==> src/rtl/crydma_pkg.sv <==
package crydma_pkg;

    localparam int WORD_W   = 32;
    localparam int LEN_W    = 16;
    localparam int FULL_BIT = 31;
    localparam int WRAP_BIT = 30;
    localparam int KEY_BIT  = 16;

    typedef enum logic [2:0] {
        S_IDLE,
        S_PTR,
        S_CTL,
        S_DEC,
        S_RD,
        S_CAP,
        S_SEND,
        S_WB
    } seq_state_e;

    typedef struct packed {
        logic             full;
        logic             wrap;
        logic             is_key;
        logic [LEN_W-1:0] len;
    } desc_ctl_t;

    function automatic desc_ctl_t unpack_ctl(input logic [WORD_W-1:0] w);
        desc_ctl_t d;
        d.full   = w[FULL_BIT];
        d.wrap   = w[WRAP_BIT];
        d.is_key = w[KEY_BIT];
        d.len    = w[LEN_W-1:0];
        return d;
    endfunction

    function automatic logic [LEN_W-1:0] words_of(input logic [LEN_W-1:0] len);
        logic [LEN_W+1:0] sum;
        sum = {2'b00, len} + (LEN_W+2)'(3);
        return sum[LEN_W+1:2];
    endfunction

    function automatic logic [WORD_W-1:0] drop_full(input logic [WORD_W-1:0] w);
        logic [WORD_W-1:0] r;
        r = w;
        r[FULL_BIT] = 1'b0;
        return r;
    endfunction

endpackage

==> src/rtl/crydma_wake.sv <==
module crydma_wake (
    input  logic clk,
    input  logic rst,
    input  logic ce_wr,
    input  logic park_req,
    input  logic err_set,
    output logic active,
    output logic err
);

    always_ff @(posedge clk) begin
        if (rst) begin
            active <= 1'b0;
            err    <= 1'b0;
        end else if (active) begin
            if (park_req) active <= 1'b0;
            if (err_set)  err    <= 1'b1;
        end else if (ce_wr) begin
            active <= 1'b1;
            err    <= 1'b0;
        end
    end


    ce_ignored_chk: assert property (@(posedge clk) disable iff (rst)
        active && !park_req |=> active);


    park_stops_chk: assert property (@(posedge clk) disable iff (rst)
        park_req |=> !active);

endmodule

==> src/rtl/crydma_stream.sv <==
module crydma_stream #(
    parameter int DW = 32
) (
    input  logic          clk,
    input  logic          rst,
    input  logic          load,
    input  logic [DW-1:0] ld_data,
    input  logic          ld_key,
    input  logic          ld_last,
    input  logic          ready,
    output logic          valid,
    output logic [DW-1:0] data,
    output logic          key,
    output logic          last,
    output logic          take
);

    assign take = valid && ready;

    always_ff @(posedge clk) begin
        if (rst) begin
            valid <= 1'b0;
            data  <= '0;
            key   <= 1'b0;
            last  <= 1'b0;
        end else if (load) begin
            valid <= 1'b1;
            data  <= ld_data;
            key   <= ld_key;
            last  <= ld_last;
        end else if (take) begin
            valid <= 1'b0;
        end
    end


    no_overrun_chk: assert property (@(posedge clk) disable iff (rst)
        load |-> !valid);


    stall_hold_chk: assert property (@(posedge clk) disable iff (rst)
        valid && !ready |=> valid && $stable(data) && $stable(last));

endmodule

==> src/rtl/crydma_seq.sv <==
module crydma_seq
    import crydma_pkg::*;
#(
    parameter int AW        = 8,
    parameter int IDXW      = 3,
    parameter int DESC_BASE = 0
) (
    input  logic              clk,
    input  logic              rst,
    input  logic              active,
    output logic              park_req,
    output logic              err_set,
    output logic              mem_re,
    output logic              mem_we,
    output logic [AW-1:0]     mem_addr,
    output logic [WORD_W-1:0] mem_wdata,
    input  logic [WORD_W-1:0] mem_rdata,
    output logic              st_load,
    output logic [WORD_W-1:0] st_data,
    output logic              st_key,
    output logic              st_last,
    input  logic              st_take
);

    localparam logic [AW-1:0] BASE = AW'(DESC_BASE);

    seq_state_e        state, state_n;
    logic [IDXW-1:0]   idx;
    logic [AW-1:0]     buf_ptr;
    logic [WORD_W-1:0] ctl_q;
    logic [LEN_W-1:0]  rem;
    logic              key_seen;
    logic [AW-1:0]     dbase;
    desc_ctl_t         dc;

    assign dbase = BASE + {{(AW-IDXW-1){1'b0}}, idx, 1'b0};
    assign dc    = unpack_ctl(mem_rdata);

    always_comb begin
        state_n   = state;
        park_req  = 1'b0;
        err_set   = 1'b0;
        mem_re    = 1'b0;
        mem_we    = 1'b0;
        mem_addr  = '0;
        mem_wdata = '0;
        st_load   = 1'b0;
        st_data   = mem_rdata;
        st_key    = ctl_q[KEY_BIT];
        st_last   = (rem == LEN_W'(1));
        case (state)
            S_IDLE: if (active) state_n = S_PTR;
            S_PTR: begin
                mem_re   = 1'b1;
                mem_addr = dbase;
                state_n  = S_CTL;
            end
            S_CTL: begin
                mem_re   = 1'b1;
                mem_addr = dbase + AW'(1);
                state_n  = S_DEC;
            end
            S_DEC: begin
                if (!dc.full) begin
                    park_req = 1'b1;
                    state_n  = S_IDLE;
                end else if (!dc.is_key && !key_seen) begin
                    park_req = 1'b1;
                    err_set  = 1'b1;
                    state_n  = S_IDLE;
                end else if (words_of(dc.len) == '0) begin
                    state_n = S_WB;
                end else begin
                    state_n = S_RD;
                end
            end
            S_RD: begin
                mem_re   = 1'b1;
                mem_addr = buf_ptr;
                state_n  = S_CAP;
            end
            S_CAP: begin
                st_load = 1'b1;
                state_n = S_SEND;
            end
            S_SEND: if (st_take) state_n = (rem == '0) ? S_WB : S_RD;
            S_WB: begin
                mem_we    = 1'b1;
                mem_addr  = dbase + AW'(1);
                mem_wdata = drop_full(ctl_q);
                state_n   = S_PTR;
            end
            default: state_n = S_IDLE;
        endcase
    end

    always_ff @(posedge clk) begin
        if (rst) begin
            state    <= S_IDLE;
            idx      <= '0;
            buf_ptr  <= '0;
            ctl_q    <= '0;
            rem      <= '0;
            key_seen <= 1'b0;
        end else begin
            state <= state_n;
            case (state)
                S_CTL: buf_ptr <= mem_rdata[AW-1:0];
                S_DEC: begin
                    ctl_q <= mem_rdata;
                    rem   <= words_of(dc.len);
                end
                S_CAP: begin
                    buf_ptr <= buf_ptr + AW'(1);
                    rem     <= rem - LEN_W'(1);
                end
                S_WB: begin
                    idx <= ctl_q[WRAP_BIT] ? '0 : idx + IDXW'(1);
                    if (ctl_q[KEY_BIT]) key_seen <= 1'b1;
                end
                default: ;
            endcase
        end
    end


    key_first_chk: assert property (@(posedge clk) disable iff (rst)
        st_load && !st_key |-> key_seen);


    idle_quiet_chk: assert property (@(posedge clk) disable iff (rst)
        !active && state == S_IDLE |-> !mem_re && !mem_we);

endmodule

==> src/rtl/crydma_top.sv <==
module crydma_top
    import crydma_pkg::*;
#(
    parameter int AW        = 8,
    parameter int IDXW      = 3,
    parameter int DESC_BASE = 0
) (
    input  logic              clk,
    input  logic              rst,
    input  logic              ce_wr,
    output logic              ch_active,
    output logic              ch_err,
    output logic              mem_re,
    output logic              mem_we,
    output logic [AW-1:0]     mem_addr,
    output logic [WORD_W-1:0] mem_wdata,
    input  logic [WORD_W-1:0] mem_rdata,
    output logic              eng_valid,
    input  logic              eng_ready,
    output logic [WORD_W-1:0] eng_data,
    output logic              eng_key,
    output logic              eng_last
);

    logic              park_req, err_set;
    logic              st_load, st_key, st_last, st_take;
    logic [WORD_W-1:0] st_data;

    crydma_wake u_wake (
        .clk      (clk),
        .rst      (rst),
        .ce_wr    (ce_wr),
        .park_req (park_req),
        .err_set  (err_set),
        .active   (ch_active),
        .err      (ch_err)
    );

    crydma_seq #(
        .AW        (AW),
        .IDXW      (IDXW),
        .DESC_BASE (DESC_BASE)
    ) u_seq (
        .clk       (clk),
        .rst       (rst),
        .active    (ch_active),
        .park_req  (park_req),
        .err_set   (err_set),
        .mem_re    (mem_re),
        .mem_we    (mem_we),
        .mem_addr  (mem_addr),
        .mem_wdata (mem_wdata),
        .mem_rdata (mem_rdata),
        .st_load   (st_load),
        .st_data   (st_data),
        .st_key    (st_key),
        .st_last   (st_last),
        .st_take   (st_take)
    );

    crydma_stream #(.DW(WORD_W)) u_stream (
        .clk     (clk),
        .rst     (rst),
        .load    (st_load),
        .ld_data (st_data),
        .ld_key  (st_key),
        .ld_last (st_last),
        .ready   (eng_ready),
        .valid   (eng_valid),
        .data    (eng_data),
        .key     (eng_key),
        .last    (eng_last),
        .take    (st_take)
    );


    send_while_active_chk: assert property (@(posedge clk) disable iff (rst)
        eng_valid |-> ch_active);


    wb_only_active_chk: assert property (@(posedge clk) disable iff (rst)
        mem_we |-> ch_active && !eng_valid);

endmodule

==> config.mk <==
export PLATFORM = sky130hd
export DESIGN_NAME = crydma_top
export DESIGN_NICKNAME = d
export VERILOG_FILES = /design/src/rtl/crydma_pkg.sv /design/src/rtl/crydma_wake.sv /design/src/rtl/crydma_stream.sv /design/src/rtl/crydma_seq.sv /design/src/rtl/crydma_top.sv
export SDC_FILE = /design/constraint.sdc
export NUM_CORES = 1
export LEC_CHECK = 0
export BUFFER_PORTS_ARGS = -buffer_cell sky130_fd_sc_hd__buf_2
export CAP_MARGIN = 15
export CORE_UTILIZATION = 40
export DETAILED_ROUTE_END_ITERATION = 8
export PLACE_DENSITY_LB_ADDON = 0.15
export SETUP_SLACK_MARGIN = 0.4
export SYNTH_ARGS = -nofsm -noshare
export SYNTH_HDL_FRONTEND = slang
export SYNTH_SLANG_ARGS = --single-unit
export TNS_END_PERCENT = 100
==> constraint.sdc <==
create_clock -name clk -period 1.85 [get_ports clk]
set_input_delay 0.2775 -clock clk [delete_from_list [all_inputs] [get_ports clk]]
set_output_delay 0.2775 -clock clk [all_outputs]
set_load 0.02 [all_outputs]
==> results.json, run 1 <==
{
  "status": "finished with violations",
  "violations": "negative setup slack",
  "routed_wl_um": 19900,
  "power.density_mw_per_mm2": 600,
  "synth_edf_count": 0,
  "worstPathCellList": "nor4_1 > nor3b_2 > and4_4 > a31oi_2 > a2111oi_2",
  "max_stage_delay_ns": 0.52,
  "place_area_mm2": 0.00580,
  "fin_hold_ws_ns": 0.186,
  "yosys.area_share.xor_xnor_pct": 2.42,
  "fillers": 703,
  "vias_per_cell": 5.71,
  "syn_area_mm2": 0.00471,
  "drive_gt1_share_pct": 60.0,
  "setup_viol": 23,
  "worstMarginPinSlew_ns": 0.585,
  "yosysSeqAreaShare_pct": 42.0,
  "antenna_found_initial": 0,
  "worstHoldPathType": "in2reg",
  "worstPathRequired_ns": 2.09,
  "synthFlopType": "dfxtp_1",
  "clkLatencyLatePin_ns": 0.37,
  "dieArea_mm2": 0.0122,
  "worst_slack_ns": -0.226,
  "root_buffer": "clkbuf_16",
  "cap_violations": 0,
  "synth_mux_area_share_pct": 0.902,
  "nets": 869,
  "syn_inst": 625,
  "peakVddDrop_v": 0.000880,
  "start_kind": "flip-flop",
  "leakagePower_uw": 0.00344,
  "async_flop_share_pct": 0,
  "cp_slowest_cell": "nor4_1",
  "areaGrowthSynthToFinish_pct": 82.8,
  "design_area_mm2": 0.00862,
  "yosys_warnings": 0,
  "synth_fa_ha_area_share_pct": 1.33,
  "grt_pass1_wl_um": 25600,
  "cp.arrival_ns": 2.31,
  "antenna-diode-count": 0,
  "path_clk_slew_ns": 0.07,
  "coreArea_mm2": 0.0115,
  "fp-row-count": 39,
  "grt_pass1_vias": 4893,
  "synthSimpleGateAreaFrac_pct": 30.2,
  "grt_setup_unrepaired": "yes",
  "fmax_mhz": 482,
  "post-route-period-util_pct": 112,
  "grt_max_degree": 49,
  "max_slew_margin_pct": 61.0,
  "gp_congestion": 0.842,
  "dr.first_iter.drc_count": 384,
  "synth_compound_area_share_pct": 17.9,
  "synth_top_family_by_area": "simple AND/OR/NAND/NOR gates",
  "fp.dieH_um": 111,
  "grtUsageTotal_pct": 26.4,
  "remaining_drc_errors": 0,
  "initial_core_util_pct": 41.1,
  "firstDrtPassIters": 5,
  "ys_types": 55,
  "ios": 115,
  "overflow": 0,
  "ant_nets": 0,
  "ys_ff_latch": 99,
  "cts_sinks": 99,
  "hold_buffers": 0,
  "tns_ns": -0.836,
  "period_needed_ns": 2.08,
  "num_vias": 5573,
  "slew_viol_final": 0,
  "setup.worst_path.end_class": "flip-flop",
  "numCtsBuffers": 9,
  "finalHoldViolations": 0,
  "cts_tree": "built",
  "post-route-util_pct": 75.1,
  "avgSynthCellArea_um2": 7.54,
  "routedWlPerCell_um": 20.3,
  "io_buffers": 113,
  "cts.path.max_buffers": 2,
  "cts_max_level": 3,
  "syn_nets": 666,
  "fp.dieW_um": 111,
  "worst-path-max-fanout": 5,
  "finalPower_uw": 5170,
  "critPathKind": "reg2reg",
  "clock_skew_ns": 0.0169,
  "hpwl_um": 9980
}
## metrics by stage
step | worst slack [ns] | instances
2_1_floorplan | 0.00618 | 625
3_3_place_gp | -0.102 | 886
3_5_place_dp | -0.100 | 886
4_1_cts | -0.0122 | 950
5_1_grt | -0.263 | 976
6_report | -0.226 | 976
## Yosys cell counts, types with 4 or more instances
cell type / count / area share, %
nand2_1: 159 / 13
dfxtp_1: 99 / 42
a21oi_1: 90 / 9.6
clkbuf_1: 37 / 2.9
nor2_1: 36 / 2.9
and2_1: 35 / 4.6
o21ai_0: 14 / 1.5
nand3_1: 12 / 1.3
a31oi_1: 9 / 1.2
xnor2_1: 9 / 1.7
nor4_1: 8 / 1.1
inv_1: 7 / 0.56
buf_2: 6 / 0.64
nand4_1: 6 / 0.80
nor3_1: 6 / 0.64
ha_1: 5 / 1.3
nand3b_1: 5 / 0.80
nor3b_1: 5 / 0.80
o211ai_1: 5 / 0.80
or3_1: 5 / 0.66
and3_1: 4 / 0.53
buf_1: 4 / 0.32
or4_1: 4 / 0.64
xor2_1: 4 / 0.74
## power breakdown
| group | leakage (uW) | internal, uW | switching, uW |
|---|---|---|---|
| sequential | 0.000803 | 2190 | 74.7 |
| clock | 0.000149 | 1030 | 907 |
| combinational | 0.00249 | 457 | 512 |
| total | 0.00344 | 3680 | 1490 |
## flip-flops by register name (all words and copies together) (netlist names)
signal / count
u_seq.buf_ptr: 8
u_seq.ctl_q: 31
u_seq.idx: 3
u_seq.key_seen: 1
u_seq.rem: 16
u_seq.state: 3
u_stream.data: 32
u_stream.key: 1
u_stream.last: 1
u_stream.valid: 1
u_wake.active: 1
u_wake.err: 1
## logic make-up after synthesis
group | Yosys count
compound gates | 143
xor+xnor | 13
fa+ha+maj | 5
buf+inv | 57
flops | 99
mux | 4
other cells | 1
simple gates | 303
## worst max-delay path, delay by kind of cell, from the launching register on
| kind | cells | cell delay, ns |
|---|---|---|
| simple gates | 3 | 1.16 |
| compound gates | 2 | 0.43 |
| flops | 1 | 0.36 |
## timing repair
item	CTS	global route
gates cloned	8	8
resized for setup	182	298
buffers inserted	40	18
setup endpoints to repair	131	136
pin swaps	39	153
## area by class of cell
class / instances / area, um^2 / share of cell area [%]
clock buffer: 12 / 267 / 3.09
clock inverter: 4 / 31.3 / 0.363
inverter: 7 / 28.8 / 0.334
multi-input combinational: 469 / 3660 / 42.5
sequential: 99 / 1990 / 23.1
tap: 143 / 179 / 2.08
timing repair buffer: 242 / 2460 / 28.5
## cell usage in the layout (no fill, tap or decap), types with 6 or more instances in the layout
cell / netlist / final
buf_8: 1 / 9
dfxtp_1: 99 / 91
nand2_2: 0 / 15
buf_6: 1 / 77
and2_4: 0 / 35
dfxtp_2: 0 / 8
nand4_1: 6 / 6
a21oi_1: 90 / 22
nor2_1: 36 / 26
nand2_1: 159 / 83
clkbuf_16: 0 / 16
a21oi_2: 0 / 68
nor4_1: 8 / 7
nor2_4: 0 / 8
buf_16: 0 / 6
nand2_4: 0 / 59
buf_2: 6 / 73
buf_4: 1 / 52
xnor2_1: 9 / 8
buf_12: 0 / 18
a31oi_1: 9 / 8
nand3_1: 12 / 9
o21ai_1: 3 / 6
## metal layers
metal  GRT usage, %  wire (um)
met4           7.02        699
met5              0          0
met1           34.9       8060
met3           6.81       1380
met2           42.6       9720
## path summary, 6_finish.rpt
kind                            slack, ns  cells past startpoint           endpoint              from
worst max-delay path                -0.23                      5     u_seq.state[0]     u_seq.rem[10]
worst max register to register      -0.23                      5     u_seq.state[0]     u_seq.rem[10]
worst min-delay path                 0.19                      3  u_stream.data[17]     mem_rdata[17]
worst min register to register       0.45                      2   u_stream.data[2]  u_stream.data[2]
(Power assumes the default switching activity.)
==> run 2: changes to the inputs <==
Settings changed: CELL_PAD_IN_SITES_DETAIL_PLACEMENT from default to 0, CELL_PAD_IN_SITES_GLOBAL_PLACEMENT from default to 1, CORE_UTILIZATION 40 to 35, SLEW_MARGIN from default to 30.
==> run 2 against run 1 <==
Against the previous run: the flow still finishes with violations (negative setup slack); sequential share of layout area fell by 1.1 points; clock skew fell by 0.0094 ns; first-iteration DRC count increased by 4.4%; sequential power about the same; sequential cell count unchanged; largest power group unchanged.
==> results.json, run 2 (synthesis results as in run 1) <==
{
  "status": "finished with violations",
  "violations": "negative setup slack",
  "cts_max_level": 3,
  "ios": 115,
  "initial_core_util_pct": 35.7,
  "largest_registers": "u_stream.data (32), u_seq.ctl_q (31), u_seq.rem (16)",
  "root_buffer": "clkbuf_16",
  "cp_slowest_cell": "or4_4",
  "cp.arrival_ns": 2.21,
  "routed_wl_um": 20200,
  "routedWlPerCell_um": 19.8,
  "antenna_found_initial": 1,
  "setup_viol": 11,
  "fp.dieH_um": 118,
  "max_stage_delay_ns": 0.56,
  "clkLatencyLatePin_ns": 0.35,
  "grt_pass1_vias": 5256,
  "period_needed_ns": 1.93,
  "grtUsageTotal_pct": 26.1,
  "grt_setup_unrepaired": "yes",
  "drive_gt1_share_pct": 62.8,
  "fmax_mhz": 518,
  "post-route-util_pct": 68.6,
  "fp-row-count": 42,
  "final_cell_mix": "dfxtp_1 (92), buf_6 (78), nand2_4 (77)",
  "hpwl_um": 10500,
  "peakVddDrop_v": 0.000556,
  "io_buffers": 113,
  "multi_input_area_mm2": 0.00385,
  "hold_buffers": 0,
  "vias_per_cell": 5.40,
  "worstHoldPathType": "in2reg",
  "finalPower_uw": 5290,
  "post-route-period-util_pct": 104,
  "seq_area_mm2": 0.00199,
  "worst_slack_ns": -0.0814,
  "dieArea_mm2": 0.0139,
  "cts_tree": "built",
  "fp.dieW_um": 118,
  "ant_nets": 0,
  "worstPathRequired_ns": 2.13,
  "final_common_cell": "dfxtp_1",
  "slew_viol_final": 0,
  "gp_congestion": 0.828,
  "path_clk_slew_ns": 0.07,
  "clock_skew_ns": 0.00758,
  "leakagePower_uw": 0.00385,
  "numCtsBuffers": 9,
  "worstPathCellList": "buf_6 > or4_4 > buf_4 > or2_4 > or3_1 > a31oi_1",
  "dr.first_iter.drc_count": 401,
  "critPathKind": "reg2reg",
  "grt_max_degree": 46,
  "cts.path.max_buffers": 2,
  "setup.worst_path.end_class": "flip-flop",
  "power.density_mw_per_mm2": 584,
  "fin_hold_ws_ns": 0.173,
  "design_area_mm2": 0.00905,
  "finalHoldViolations": 0,
  "nets": 880,
  "cap_violations": 0,
  "cts_sinks": 99,
  "firstDrtPassIters": 5,
  "grt_pass1_wl_um": 28200,
  "worst-path-max-fanout": 3,
  "start_kind": "flip-flop",
  "place_area_mm2": 0.00585,
  "coreArea_mm2": 0.0132,
  "num_vias": 5510,
  "areaGrowthSynthToFinish_pct": 91.9,
  "largest_reg_flops": 32,
  "fillers": 964,
  "overflow": 0,
  "remaining_drc_errors": 0,
  "largest_register": "u_stream.data"
}
## run 2: changes by cell type in the layout (fill, tap and decap cells not counted), sizes merged
cell / previous run / this run
bufinv: 0 / 1
buf: 235 / 249
clkbuf: 19 / 15
inv: 8 / 9
clkinv: 3 / 0
diode: 0 / 1
clkinvlp: 0 / 1
## run 2: final timing paths
check	startpoint	end	slack, ns	cells after the start
hold reg to reg	u_stream.data[6]	u_stream.data[6]	0.46	2
setup reg to reg	u_seq.rem[1]	u_seq.rem[7]	-0.08	6
setup / recovery	u_seq.rem[1]	u_seq.rem[7]	-0.08	6
hold / removal	mem_rdata[20]	u_stream.data[20]	0.17	3
## run 2: worst max-delay path, delay by kind of cell, from the launching register on
family / cells / cell delay (ns)
DFF: 1 / 0.34
AOI/OAI and AO/OA: 1 / 0.13
and+or+nand+nor: 3 / 1.11
buffers and inverters: 2 / 0.28
## run 2: cell type report
type	instances	area share, %
Sequential cell	99	22.0
Multi-Input combinational cell	469	42.6
Clock inverter	4	0.636
Tap cell	176	2.43
Antenna cell	1	0.0277
Clock buffer	11	2.68
Inverter	7	0.346
Timing Repair Buffer	253	29.3
## run 2: power breakdown
part	total, uW	internal [uW]	switching (uW)
registers	2260	2190	68.1
logic	1050	492	562
clock network	1980	1100	883
## run 2: per-stage QoR
step / cells / setup TNS [ns] / worst slack, ns
finish: 1020 / -0.289 / -0.0814
global route: 1019 / -1.28 / -0.112
CTS: 993 / -0.111 / -0.0375
detailed placement: 920 / -0.277 / -0.174
global placement: 920 / -0.142 / -0.137
floorplan: 625 / 0 / 0.00618
## run 2: timing repair
item                       4_1_cts  5_1_grt
gates cloned                    15        5
pin swaps                      162       88
gates resized for setup        364      165
buffers inserted                43       21
setup endpoints to repair      126      136
## run 2: per-layer routing
metal	vias to the layer above	GRT usage, %	share of wire, %
met2	182	42.9	49
li1	2581	-	-
met3	26	6.06	5.8
met4	0	6.49	1.7
met5	-	0	0
met1	2721	34.4	43
==> run 3: changes to the inputs <==
Settings changed: MAX_ROUTING_LAYER from default to met4.
==> run 3 against run 2 <==
Against the previous run: the flow still finishes with violations (negative setup slack); utilization is 0.066 points lower; clock skew is 0.0032 ns higher; register-to-register slack hardly changed; critical path type unchanged; largest power group unchanged.
==> results.json, run 3 (synthesis results as in run 1) <==
{
  "status": "finished with violations",
  "violations": "negative setup slack",
  "worstHoldPathType": "in2reg",
  "setup_viol": 11,
  "largest_registers": "u_stream.data (32), u_seq.ctl_q (31), u_seq.rem (16)",
  "post-route-period-util_pct": 104,
  "gp_congestion": 0.840,
  "grt_max_degree": 46,
  "tns_ns": -0.316,
  "antenna_found_initial": 1,
  "largest_register": "u_stream.data",
  "finalHoldViolations": 0,
  "fmax_mhz": 519,
  "worst-path-max-fanout": 3,
  "reg2reg_from": "u_seq.rem[1]",
  "path_clk_slew_ns": 0.07,
  "fp.dieH_um": 118,
  "max_stage_delay_ns": 0.56,
  "peakVddDrop_v": 0.000556,
  "cp_slowest_cell": "or4_4",
  "nets": 879,
  "worstPathRequired_ns": 2.13,
  "dp_slack_ns": -0.174,
  "critPathKind": "reg2reg",
  "cts_tree": "built",
  "overflow": 0,
  "num_vias": 5561,
  "grt_setup_unrepaired": "yes",
  "worst_slack_ns": -0.0750,
  "coreArea_mm2": 0.0132,
  "post-route-util_pct": 68.5,
  "root_buffer": "clkbuf_16",
  "setup.worst_path.end_class": "flip-flop",
  "fin_hold_ws_ns": 0.172,
  "dieArea_mm2": 0.0139,
  "grt_pass1_wl_um": 28300,
  "hpwl_um": 10500,
  "routed_wl_um": 20400,
  "leakagePower_uw": 0.00385,
  "ant_nets": 0,
  "slew_viol_final": 0,
  "clkLatencyLatePin_ns": 0.35,
  "routedWlPerCell_um": 20.0,
  "cts.path.max_buffers": 2,
  "final_common_cell": "dfxtp_1",
  "clock_skew_ns": 0.0107,
  "crit_family": "simple AND/OR/NAND/NOR gates",
  "fp.dieW_um": 118,
  "grtUsageTotal_pct": 27.0,
  "dr.first_iter.drc_count": 473,
  "areaGrowthSynthToFinish_pct": 91.7,
  "cts_sinks": 99,
  "firstDrtPassIters": 5,
  "final_cell_mix": "dfxtp_1 (92), buf_6 (78), nand2_4 (77)",
  "vias_per_cell": 5.46,
  "initial_core_util_pct": 35.7,
  "start_kind": "flip-flop",
  "largest_reg_flops": 32,
  "cap_violations": 0,
  "hold_buffers": 0,
  "fillers": 968,
  "worstPathCellList": "buf_6 > or4_4 > buf_4 > or2_4 > or3_1 > a31oi_1",
  "drive_gt1_share_pct": 62.9,
  "cts_max_level": 3,
  "fp-row-count": 42,
  "remaining_drc_errors": 0,
  "power.density_mw_per_mm2": 585,
  "numCtsBuffers": 9,
  "period_needed_ns": 1.93,
  "place_area_mm2": 0.00585,
  "hold_start": "mem_rdata[20]",
  "io_buffers": 113,
  "grt_pass1_vias": 5241,
  "ios": 115,
  "cp.arrival_ns": 2.20,
  "startpoint": "u_seq.rem[1]",
  "path_buf_inv": 2,
  "design_area_mm2": 0.00904
}
## run 3: changes by cell type in the layout (fill, tap and decap cells not counted)
cell and delta:
nand2_2 +1, a21oi_2 +1, nand2_1 -1, buf_8 -1, a21oi_1 -1
## run 3: power by group
group          total (uW)  switching [uW]  internal, uW
Combinational        1060             565           492
Sequential           2260            68.9          2190
Clock                1980             882          1100
## run 3: worst reg2reg max path: stages, from the launching register on
cell and delay [ns]:
dfxtp_2 0.34, buf_6 0.11, or4_4 0.56, buf_4 0.16, or2_4 0.25, or3_1 0.30
a31oi_1 0.13
## run 3: final timing paths
check,end,slack [ns],depth (start not counted)
setup / recovery,u_seq.rem[7],-0.08,6
hold / removal,u_stream.data[20],0.17,3
setup reg to reg,u_seq.rem[7],-0.08,6
hold reg to reg,u_stream.data[3],0.46,2
## run 3: layout make-up
type                       count  area (um^2)  area share [%]
tap                          176          220            2.44
timing repair buffer         252         2630            29.1
multi-input combinational    469         3860            42.7
sequential                    99         1990            22.1
inverter                       7         31.3           0.346
clock inverter                 4         57.6           0.637
antenna                        1         2.50          0.0277
clock buffer                  11          243            2.69
## run 3: stage by stage
stage / total power [uW] / instances
final: 5290 / 1019
after global routing: 5480 / 1019
after CTS: 5080 / 993
after detailed placement: 2860 / 920
after global placement: 2850 / 920
after floorplan: 2630 / 625
## run 3: repair_timing
item,CTS,global route
cloned,15,5
pin swaps,162,88
gates resized for setup,364,165
endpoints found under the setup margin,126,136
setup buffers,43,20
## run 3: routing by layer
layer	wire, um	GRT usage, %
met1	9000	35.0
met4	363	6.49
met5	0	-
met3	1120	5.77
met2	9930	42.6
